`src/rtl/sysbus_dec_pkg.sv`:
```
package sysbus_dec_pkg;
  localparam int NUM_SLV  = 4;
  localparam int SLV_GPIO   = 0;
  localparam int SLV_PERIPH = 1;
  localparam int SLV_SRAM   = 2;
  localparam int SLV_FLASH  = 3;

  typedef enum logic [1:0] {
    PH_IDLE  = 2'd0,
    PH_SLAVE = 2'd1,
    PH_ERR   = 2'd2
  } phase_e;
endpackage

```
`src/rtl/sysbus_region_match.sv`:
```
module sysbus_region_match #(
  parameter int          AW        = 32,
  parameter logic [31:0] BASE      = 32'h0,
  parameter int          SIZE_LOG2 = 12
) (
  input  logic [AW-1:0]        addr,
  output logic                 hit,
  output logic [SIZE_LOG2-1:0] offset
);
  localparam logic [AW-1:0] BASE_AW = BASE[AW-1:0];

  assign hit    = (addr[AW-1:SIZE_LOG2] == BASE_AW[AW-1:SIZE_LOG2]);
  assign offset = addr[SIZE_LOG2-1:0];
endmodule

```
`src/rtl/sysbus_sel_priority.sv`:
```
module sysbus_sel_priority #(
  parameter int N = 4
) (
  input  logic [N-1:0] hit,
  output logic [N-1:0] onehot
);
  always_comb begin
    onehot = '0;
    for (int i = N - 1; i >= 0; i--) begin
      if (hit[i]) begin
        onehot    = '0;
        onehot[i] = 1'b1;
      end
    end
  end
endmodule

```
`src/rtl/sysbus_resp_hold.sv`:
```
module sysbus_resp_hold
  import sysbus_dec_pkg::*;
#(
  parameter int DW = 32,
  parameter int N  = 4
) (
  input  logic          clk,
  input  logic          rst,
  input  logic          accept,
  input  logic [N-1:0]  hit_onehot,
  input  logic [N*DW-1:0] s_rdata,
  input  logic [N-1:0]  s_ready,
  output logic          m_ready,
  output logic          m_err,
  output logic [DW-1:0] m_rdata
);
  phase_e       phase_q;
  logic [N-1:0] slot_q;
  logic [DW-1:0] slot_data [N];

  for (genvar g = 0; g < N; g++) begin : g_slot
    assign slot_data[g] = slot_q[g] ? s_rdata[g*DW +: DW] : '0;
  end

  always_comb begin
    m_rdata = '0;
    for (int i = 0; i < N; i++) m_rdata = m_rdata | slot_data[i];
  end

  always_comb begin
    unique case (phase_q)
      PH_SLAVE: m_ready = |(slot_q & s_ready);
      default:  m_ready = 1'b1;
    endcase
  end

  assign m_err = (phase_q == PH_ERR);

  always_ff @(posedge clk) begin
    if (rst) begin
      phase_q <= PH_IDLE;
      slot_q  <= '0;
    end else if (m_ready) begin
      if (!accept) begin
        phase_q <= PH_IDLE;
        slot_q  <= '0;
      end else if (hit_onehot == '0) begin
        phase_q <= PH_ERR;
        slot_q  <= '0;
      end else begin
        phase_q <= PH_SLAVE;
        slot_q  <= hit_onehot;
      end
    end
  end
endmodule

```
`src/rtl/sysbus_addr_decoder.sv`:
```
module sysbus_addr_decoder
  import sysbus_dec_pkg::*;
#(
  parameter int          AW          = 32,
  parameter int          DW          = 32,
  parameter logic [31:0] FLASH_BASE  = 32'h0000_0000,
  parameter int          FLASH_LOG2  = 19,
  parameter logic [31:0] SRAM_BASE   = 32'h2000_0000,
  parameter int          SRAM_LOG2   = 17,
  parameter logic [31:0] GPIO_BASE   = 32'h5000_0000,
  parameter int          GPIO_LOG2   = 12,
  parameter logic [31:0] PERIPH_BASE = 32'h4000_0000,
  parameter int          PERIPH_LOG2 = 28
) (
  input  logic                   clk,
  input  logic                   rst,
  input  logic                   m_req,
  input  logic [AW-1:0]          m_addr,
  output logic                   m_ready,
  output logic                   m_err,
  output logic [DW-1:0]          m_rdata,
  output logic [NUM_SLV-1:0]     sel,
  output logic [FLASH_LOG2-1:0]  flash_off,
  output logic [SRAM_LOG2-1:0]   sram_off,
  output logic [GPIO_LOG2-1:0]   gpio_off,
  output logic [PERIPH_LOG2-1:0] periph_off,
  input  logic [DW-1:0]          gpio_rdata,
  input  logic                   gpio_ready,
  input  logic [DW-1:0]          periph_rdata,
  input  logic                   periph_ready,
  input  logic [DW-1:0]          sram_rdata,
  input  logic                   sram_ready,
  input  logic [DW-1:0]          flash_rdata,
  input  logic                   flash_ready
);
  logic [NUM_SLV-1:0]    hit;
  logic [NUM_SLV-1:0]    winner;
  logic                  accept;
  logic [NUM_SLV*DW-1:0] rd_bus;
  logic [NUM_SLV-1:0]    rdy_bus;

  sysbus_region_match #(.AW(AW), .BASE(GPIO_BASE), .SIZE_LOG2(GPIO_LOG2)) u_gpio (
    .addr(m_addr), .hit(hit[SLV_GPIO]), .offset(gpio_off));
  sysbus_region_match #(.AW(AW), .BASE(PERIPH_BASE), .SIZE_LOG2(PERIPH_LOG2)) u_periph (
    .addr(m_addr), .hit(hit[SLV_PERIPH]), .offset(periph_off));
  sysbus_region_match #(.AW(AW), .BASE(SRAM_BASE), .SIZE_LOG2(SRAM_LOG2)) u_sram (
    .addr(m_addr), .hit(hit[SLV_SRAM]), .offset(sram_off));
  sysbus_region_match #(.AW(AW), .BASE(FLASH_BASE), .SIZE_LOG2(FLASH_LOG2)) u_flash (
    .addr(m_addr), .hit(hit[SLV_FLASH]), .offset(flash_off));

  sysbus_sel_priority #(.N(NUM_SLV)) u_prio (
    .hit(hit), .onehot(winner));

  assign accept = m_req & m_ready;
  assign sel    = accept ? winner : '0;

  assign rd_bus  = {flash_rdata, sram_rdata, periph_rdata, gpio_rdata};
  assign rdy_bus = {flash_ready, sram_ready, periph_ready, gpio_ready};

  sysbus_resp_hold #(.DW(DW), .N(NUM_SLV)) u_resp (
    .clk(clk), .rst(rst), .accept(accept), .hit_onehot(winner),
    .s_rdata(rd_bus), .s_ready(rdy_bus),
    .m_ready(m_ready), .m_err(m_err), .m_rdata(m_rdata));
endmodule

```
`config.mk`:
```
export PLATFORM = sky130hd
export DESIGN_NAME = sysbus_addr_decoder
export DESIGN_NICKNAME = d
export VERILOG_FILES = /design/src/rtl/sysbus_dec_pkg.sv /design/src/rtl/sysbus_region_match.sv /design/src/rtl/sysbus_sel_priority.sv /design/src/rtl/sysbus_resp_hold.sv /design/src/rtl/sysbus_addr_decoder.sv
export SDC_FILE = /design/constraint.sdc
export NUM_CORES = 1
export LEC_CHECK = 0
export BUFFER_PORTS_ARGS = -buffer_cell sky130_fd_sc_hd__buf_2
export CELL_PAD_IN_SITES_DETAIL_PLACEMENT = 0
export CELL_PAD_IN_SITES_GLOBAL_PLACEMENT = 1
export CORE_AREA = 2 2 110 112
export CTS_CLUSTER_SIZE = 30
export DETAILED_ROUTE_END_ITERATION = 8
export DIE_AREA = 0 0 112 114
export PLACE_DENSITY_LB_ADDON = 0.1
export REMOVE_ABC_BUFFERS = 1
export SLEW_MARGIN = 20
export SYNTH_ARGS = -nofsm -noshare
export SYNTH_HDL_FRONTEND = slang
export SYNTH_SLANG_ARGS = --single-unit
```
`constraint.sdc`:
```
create_clock -name clk -period 4.8 [get_ports clk]
set_input_delay 0.48 -clock clk [delete_from_list [all_inputs] [get_ports clk]]
set_output_delay 0.48 -clock clk [all_outputs]
set_load 0.01 [all_outputs]
```
==> run_results.csv, run 1 <==
group,metric,value,unit
power_and_ir_drop,power,285,µW
grt,grt_start_max_net_pins,34,
sta,max_freq,421,MHz
setup_path,cp.arrival,1.90,ns
sta,finalCritPeriodShare,49.5,%
power_and_ir_drop,clock_power_share,47.1,%
setup_path,critical_path_buf_inv_count,3,
power_and_ir_drop,leakage,0.00141,µW
grt,met2_usage,22.4,%
floorplan,die_y,114,µm
floorplan,boundaryPins,281,
synthesis,syn_avg_cell_area,6.76,µm²
drt,detail-route-antenna-nets,0,
synthesis,synth_cells,239,
drt,drc,0,
synthesis,ys_async_sr_fraction,0,%
grt,grt_antenna_before_repair,0,
floorplan,die_area,0.0128,mm²
sta,worst_slack,2.42,ns
power_and_ir_drop,p_sw,70.0,µW
clocking,clock_latency,0.23,ns
setup_path,critPathLaunchType,"input port",
synthesis,ys_ff_latch,6,
sta,slew_violations,0,
setup_path,slowest_delay,0.53,ns
place,dp_hpwl,7580,µm
clocking,cts_resized,0,
clocking,ctsLongestPathBuffers,2,
grt,grt_pass1_vias,2232,
power_and_ir_drop,combinationalPowerShare,34.9,%
grt,met3_usage,8.02,%
synthesis,yosysTopAreaCellShare,35.3,%
synthesis,yosys_warnings,0,
clocking,clkTransAtPathRegs,0.03,ns
place,port_buffers,220,
setup_path,critPathRequiredTime,4.32,ns
layout,finalNetCount,542,
layout,n_antenna_cell,0,
setup_path,path_class,"input port to output port",
floorplan,die_x,112,µm
setup_path,crit_path_top_delay_cell,"or4_4",
sta,rsz0062_at_grt,"false",
layout,instances_no_fill,520,
synthesis,yosysUniqueCellTypes,29,
synthesis,synth_largest_area_cell,"buf_4",
drt,num_vias,2275,
clocking,postCtsHoldBufs,0,
clocking,clockRootBuffer,"clkbuf_16",
setup_path,crit_family,"simple AND/OR/NAND/NOR gates",
power_and_ir_drop,power_frac_seq,17.9,%
job,maxCapViolations,0,
sta,tightest_slew,0.424,ns
power_and_ir_drop,p_per_area,121,mW/mm²
min_path,hold_class,"input port to flop",
grt,grt_pass1_wl,13000,µm
clocking,cts_tree,"built",
sta,setup_tns,0,ns
layout,syn_to_final_growth,46.2,%
power_and_ir_drop,p_sw_share,24.5,%
synthesis,ys_top_cells_by_count,"76 x buf_4, 64 x a22oi_1, 40 x nand2_1, 9 x clkbuf_1, 8 x buf_2",
drt,drt_iter0_markers,86,
synthesis,seq_area_frac_synth,7.44,%
clocking,h-tree-depth,1,
grt,track_usage,13.4,%
place,place_inst,517,
setup_path,crit_path_end_kind,"output port",
setup_path,crit_top_cell,"buf_2",
floorplan,start_util,13.8,%
floorplan,fp.coreArea,0.0117,mm²
synthesis,ys.flop_type,"dfxtp_1",
floorplan,fp-row-count,40,
sta,clock_skew,0.00103,ns
sta,period_needed,2.38,ns
grt,met1_usage,14.8,%
place,gp_congestion,0.730,
grt,grt_overflow,0,
outcome,status,"complete, no violations",
drt,avgViaCountPerCell,4.38,
power_and_ir_drop,peakVddDrop,0.0000555,V
synthesis,synthTopCellsByArea,"buf_4 35%, a22oi_1 30%, nand2_1 9.3%",
setup_path,worst-path-max-fanout,3,
sta,slew_headroom,71.7,%
synthesis,synth_area,0.00162,mm²
drt,first_pass_iters,4,
clocking,clock-sinks,6,
clocking,post_cts_buffers,0,
layout,drive_gt1_share,61.7,%
synthesis,synth_edf_count,0,
grt,grt.busiest_layer,"met2",
synthesis,yosysMostFrequentCell,"buf_4",
clocking,cts_made_buffers,3,
drt,wl_per_cell,17.8,µm
sta,finalHoldViolCount,0,
sta,finalSetupViolCount,0,
place,pre_cts_ws,2.43,ns
power_and_ir_drop,internal_power,215,µW
drt,drt-total-wl,9230,µm
setup_path,path_cells,"buf_2, or2_1, a311o_1, or4_4, inv_1, buf_2",
## power groups by stage
stage	logic, µW	registers [µW]	clock network, µW
3_5_place_dp	101	51.9	0
3_3_place_gp	101	51.9	0
4_1_cts	101	51.2	136
5_1_grt	109	51.2	140
6_report	99.7	51.2	134
2_1_floorplan	8.53	52.3	0
## final cells by class
cell class              instances  area (µm²)
clock buffers                   3        75.1
fillers                      1396        9350
inverters                       6        22.5
multi-input cells             134         828
flip-flops and latches          6         120
well taps                     147         184
repair buffers                224        1130
## worst reg2reg max path, cell delays in order, from the launching register on
cell and delay [ns]:
dfxtp_1 0.30, nor2b_1 0.15, a311o_1 0.34, or4_1 0.50, a21oi_1 0.15
## registers in the layout (all words and copies together), names as in the netlist
signal and cells:
u_resp.slot_q 4, u_resp.phase_q 2
## worst paths after layout
check                                                     from                             to  slack [ns]  depth (start not counted)
worst max register to register  u_resp.phase_q[0]$_SDFFE_PP0N_  u_resp.slot_q[3]$_SDFFE_PP0N_        3.29                          4
worst min register to register   u_resp.slot_q[1]$_SDFFE_PP0N_  u_resp.slot_q[1]$_SDFFE_PP0N_        0.78                          3
worst max-delay path                                m_addr[28]                         sel[2]        2.42                          6
worst min-delay path                                       rst  u_resp.slot_q[2]$_SDFFE_PP0N_        0.50                          2
## through the flow
stage | instance area (µm²) | hold WS [ns] | util, %
after global routing | 2360 | 0.503 | 20.2
after CTS | 2360 | 0.495 | 20.2
final | 2360 | 0.497 | 20.2
after global placement | 2290 | 0.745 | 19.5
after floorplan | 971 | 0.542 | -
after detailed placement | 2290 | 0.729 | 19.5
## cells in the final DEF, fill, tap and decap left out
master       n
buf_2      220
a22oi_1     64
nand2_1     40
dfxtp_1      6
inv_1        5
a21oi_1      4
buf_4        4
nor2b_1      3
nor2_1       3
clkbuf_16    3
nor3_1       2
and3_1       2
a222oi_1     1
or2_1        1
a311o_1      1
nor4_1       1
nand3_1      1
or4_4        1
nand2b_1     1
inv_2        1
nor4b_1      1
and4_1       1
nand4_1      1
or4_1        1
or3_1        1
o21ai_0      1
a311oi_1     1
a21oi_2      1
nor4bb_1     1
## logic make-up after synthesis
kind of cell / count (synthesis) / synth area share (%)
simple gates: 61 / 17.7
flops: 6 / 7.44
compound gates: 73 / 33.6
buf+inv: 99 / 41.3
## per-layer routing
| layer | routed length (µm) | up-vias |
|---|---|---|
| met5 | 68 | - |
| met4 | 16 | 2 |
| met3 | 1500 | 4 |
| met2 | 4090 | 208 |
| met1 | 3560 | 1009 |
| li1 | - | 1052 |
Note: power is estimated with default switching activity, not from simulation.
==> run 2, diff against run 1 <==
Settings changed: ABC_AREA set to 1, CORE_AREA 2 2 110 112 to unset, CORE_ASPECT_RATIO set to 2, CORE_MARGIN set to 2, CORE_UTILIZATION set to 16, DIE_AREA 0 0 112 114 to unset.
Clock period 4.8 ns to 2.34 ns, I/O delays scaled along.
==> run 2 against run 1 <==
Compared with the run above: final cell count grew 17%; combinational power grew 110%; synthesized area grew 11%; sequential cell count is the same; synthesized cell count grew 38%; sequential share of layout area shrank 0.38 points; worst hold slack lost 0.25 ns; via count grew 10%; die area shrank 5.3%; setup slack lost 1.8 ns.
==> run_results.csv, run 2 <==
group,metric,value,unit
grt,grt_overflow,0,
synthesis,seq_area_frac_synth,6.72,%
sta,slew_headroom,73.4,%
sta,finalSetupViolCount,0,
setup_path,reg2reg_to,"u_resp.phase_q[1]$_SDFFE_PP0N_",
power_and_ir_drop,p_per_area,232,mW/mm²
clocking,clockRootBuffer,"clkbuf_16",
setup_path,slowest_delay,0.31,ns
sta,slew_violations,0,
grt,grt_start_max_net_pins,34,
power_and_ir_drop,leakage,0.00143,µW
clocking,clock_latency,0.23,ns
floorplan,die_x,78.8,µm
drt,drc,0,
synthesis,yosysMostFrequentCell,"nand2_1",
grt,track_usage,14.5,%
setup_path,worst-path-max-fanout,12,
drt,drt-total-wl,9430,µm
synthesis,ys_async_sr_fraction,0,%
floorplan,start_util,16.4,%
synthesis,yosysTopAreaCellShare,32.8,%
grt,grt.busiest_layer,"met2",
clocking,cts_tree,"built",
setup_path,path_class,"flop to output port",
synthesis,synth_cells,330,
synthesis,syn_avg_cell_area,5.42,µm²
setup_path,crit_path_end_kind,"output port",
setup_path,r2r_slack,0.99,ns
sta,period_needed,1.72,ns
synthesis,synth_area,0.00179,mm²
place,gp_congestion,0.785,
layout,drive_gt1_share,52.1,%
floorplan,fp-row-count,54,
drt,drt_iter0_markers,61,
layout,final_cell_mix,"220 x buf_2, 148 x nand2_1, 33 x nand4_1, 17 x nor2_1",
clocking,post_cts_buffers,0,
layout,top_regs,"u_resp.slot_q x4, u_resp.phase_q x2",
layout,fin_area,0.00255,mm²
min_path,worstHoldPathCells,2,
synthesis,synthTopCellsByArea,"buf_4 33%, nand2_1 31%, nand4_1 12%",
place,dpl-instance-area,0.00248,mm²
layout,n_antenna_cell,0,
clocking,cts_resized,0,
synthesis,yosys_warnings,0,
drt,detail-route-antenna-nets,0,
sta,tightest_slew,0.399,ns
place,dp_hpwl,7980,µm
clocking,h-tree-depth,1,
sta,clock_skew,0.00278,ns
place,place_inst,605,
power_and_ir_drop,p_sw_share,25.1,%
min_path,hold_class,"input port to flop",
min_path,holdPathEnd,"u_resp.slot_q[1]$_SDFFE_PP0N_",
power_and_ir_drop,clock_power_share,46.5,%
layout,final_common_cell,"buf_2",
clocking,cts_made_buffers,3,
sta,finalCritPeriodShare,73.5,%
place,port_buffers,220,
synthesis,ys_top_cells_by_count,"148 x nand2_1, 78 x buf_4, 33 x nand4_1, 17 x nor2_1, 12 x clkbuf_1",
power_and_ir_drop,peakVddDrop,0.000151,V
sta,max_freq,581,MHz
floorplan,die_y,153,µm
grt,grt_antenna_before_repair,1,
outcome,status,"complete, no violations",
floorplan,boundaryPins,281,
grt,met2_usage,28.1,%
grt,met1_usage,12.7,%
power_and_ir_drop,p_sw,149,µW
setup_path,cp.arrival,1.49,ns
setup_path,crit_family,"simple AND/OR/NAND/NOR gates",
sta,finalHoldViolCount,0,
power_and_ir_drop,power,591,µW
setup_path,critPathLaunchType,"flop",
drt,first_pass_iters,6,
layout,fillCellCount,1286,
min_path,hold_start,"rst",
layout,utilization,23.5,%
job,maxCapViolations,0,
synthesis,ys.flop_type,"dfxtp_1",
sta,setup_tns,0,ns
drt,wl_per_cell,15.5,µm
layout,multiInputGateArea,993,µm²
layout,finalNetCount,637,
synthesis,yosysUniqueCellTypes,20,
layout,instances_no_fill,608,
floorplan,fp.coreArea,0.0109,mm²
layout,regArea,120,µm²
grt,grt_pass1_wl,13400,µm
setup_path,path_cells,"buf_4, nand2_1, nand2_1, a21oi_2, nand2_4, nand2_4, inv_2, nand3_2, nor2_1, buf_2",
power_and_ir_drop,power_frac_seq,17.7,%
drt,num_vias,2509,
setup_path,critical_path_buf_inv_count,3,
setup_path,rr_worst_depth,9,
clocking,ctsLongestPathBuffers,2,
sta,rsz0062_at_grt,"false",
setup_path,r2r_start,"u_resp.slot_q[1]$_SDFFE_PP0N_",
drt,avgViaCountPerCell,4.13,
layout,top_register,"u_resp.slot_q",
floorplan,die_area,0.0121,mm²
clocking,clkTransAtPathRegs,0.03,ns
layout,largest_reg_flops,4,
clocking,postCtsHoldBufs,0,
synthesis,synth_edf_count,0,
grt,met3_usage,7.63,%
synthesis,synth_largest_area_cell,"buf_4",
grt,grt_pass1_vias,2436,
layout,syn_to_final_growth,42.7,%
setup_path,critPathRequiredTime,2.11,ns
setup_path,crit_path_top_delay_cell,"dfxtp_1",
power_and_ir_drop,internal_power,443,µW
power_and_ir_drop,combinationalPowerShare,35.7,%
clocking,clock-sinks,6,
synthesis,ys_ff_latch,6,
run 2: stage by stage:
stage | hold slack [ns] | worst slack [ns]
floorplan | 0.296 | 0.557
global placement | 0.468 | 0.861
detailed placement | 0.468 | 0.842
CTS | 0.255 | 0.594
global route | 0.270 | 0.470
finish | 0.248 | 0.620
run 2: per-layer routing:
layer  vias to the layer above  wire length [µm]
met5                         -                57
met4                         4                76
met3                         9              1410
met2                       193              4980
met1                      1051              2920
li1                       1252                 -
run 2: how the worst max path moves through the flow:
stage,start,cells past startpoint,slack [ns],to
2_1_floorplan,u_resp.slot_q[0]$_SDFFE_PP0N_,6,0.56,sel[2]
3_3_place_gp,u_resp.slot_q[2]$_SDFFE_PP0N_,10,0.86,sel[2]
3_5_place_dp,u_resp.slot_q[2]$_SDFFE_PP0N_,10,0.84,sel[2]
4_1_cts,u_resp.slot_q[2]$_SDFFE_PP0N_,10,0.59,sel[2]
5_1_grt,u_resp.slot_q[1]$_SDFFE_PP0N_,10,0.47,sel[2]
6_report,u_resp.slot_q[1]$_SDFFE_PP0N_,10,0.62,sel[2]
run 2: kinds of logic (layout without fill, tap and decap cells):
family,count (synthesis),count (layout),share of synthesized area (%)
AOI/OAI and AO/OA,8,8,2.80
buffers and inverters,101,239,37.7
DFF,6,6,6.72
and+or+nand+nor,215,215,52.8
run 2: cell type report:
class	count	area share, %
Sequential cell	6	4.71
Timing Repair Buffer	227	45.2
Multi-Input combinational cell	223	38.9
Tap cell	140	6.87
Inverter	9	1.32
Clock buffer	3	2.94
run 2: power by group through the flow:
stage	combinational [µW]	clock (µW)	sequential, µW
finish	211	275	105
global route	233	283	105
CTS	215	278	105
detailed placement	213	0	106
global placement	214	0	106
floorplan	26.8	0	107
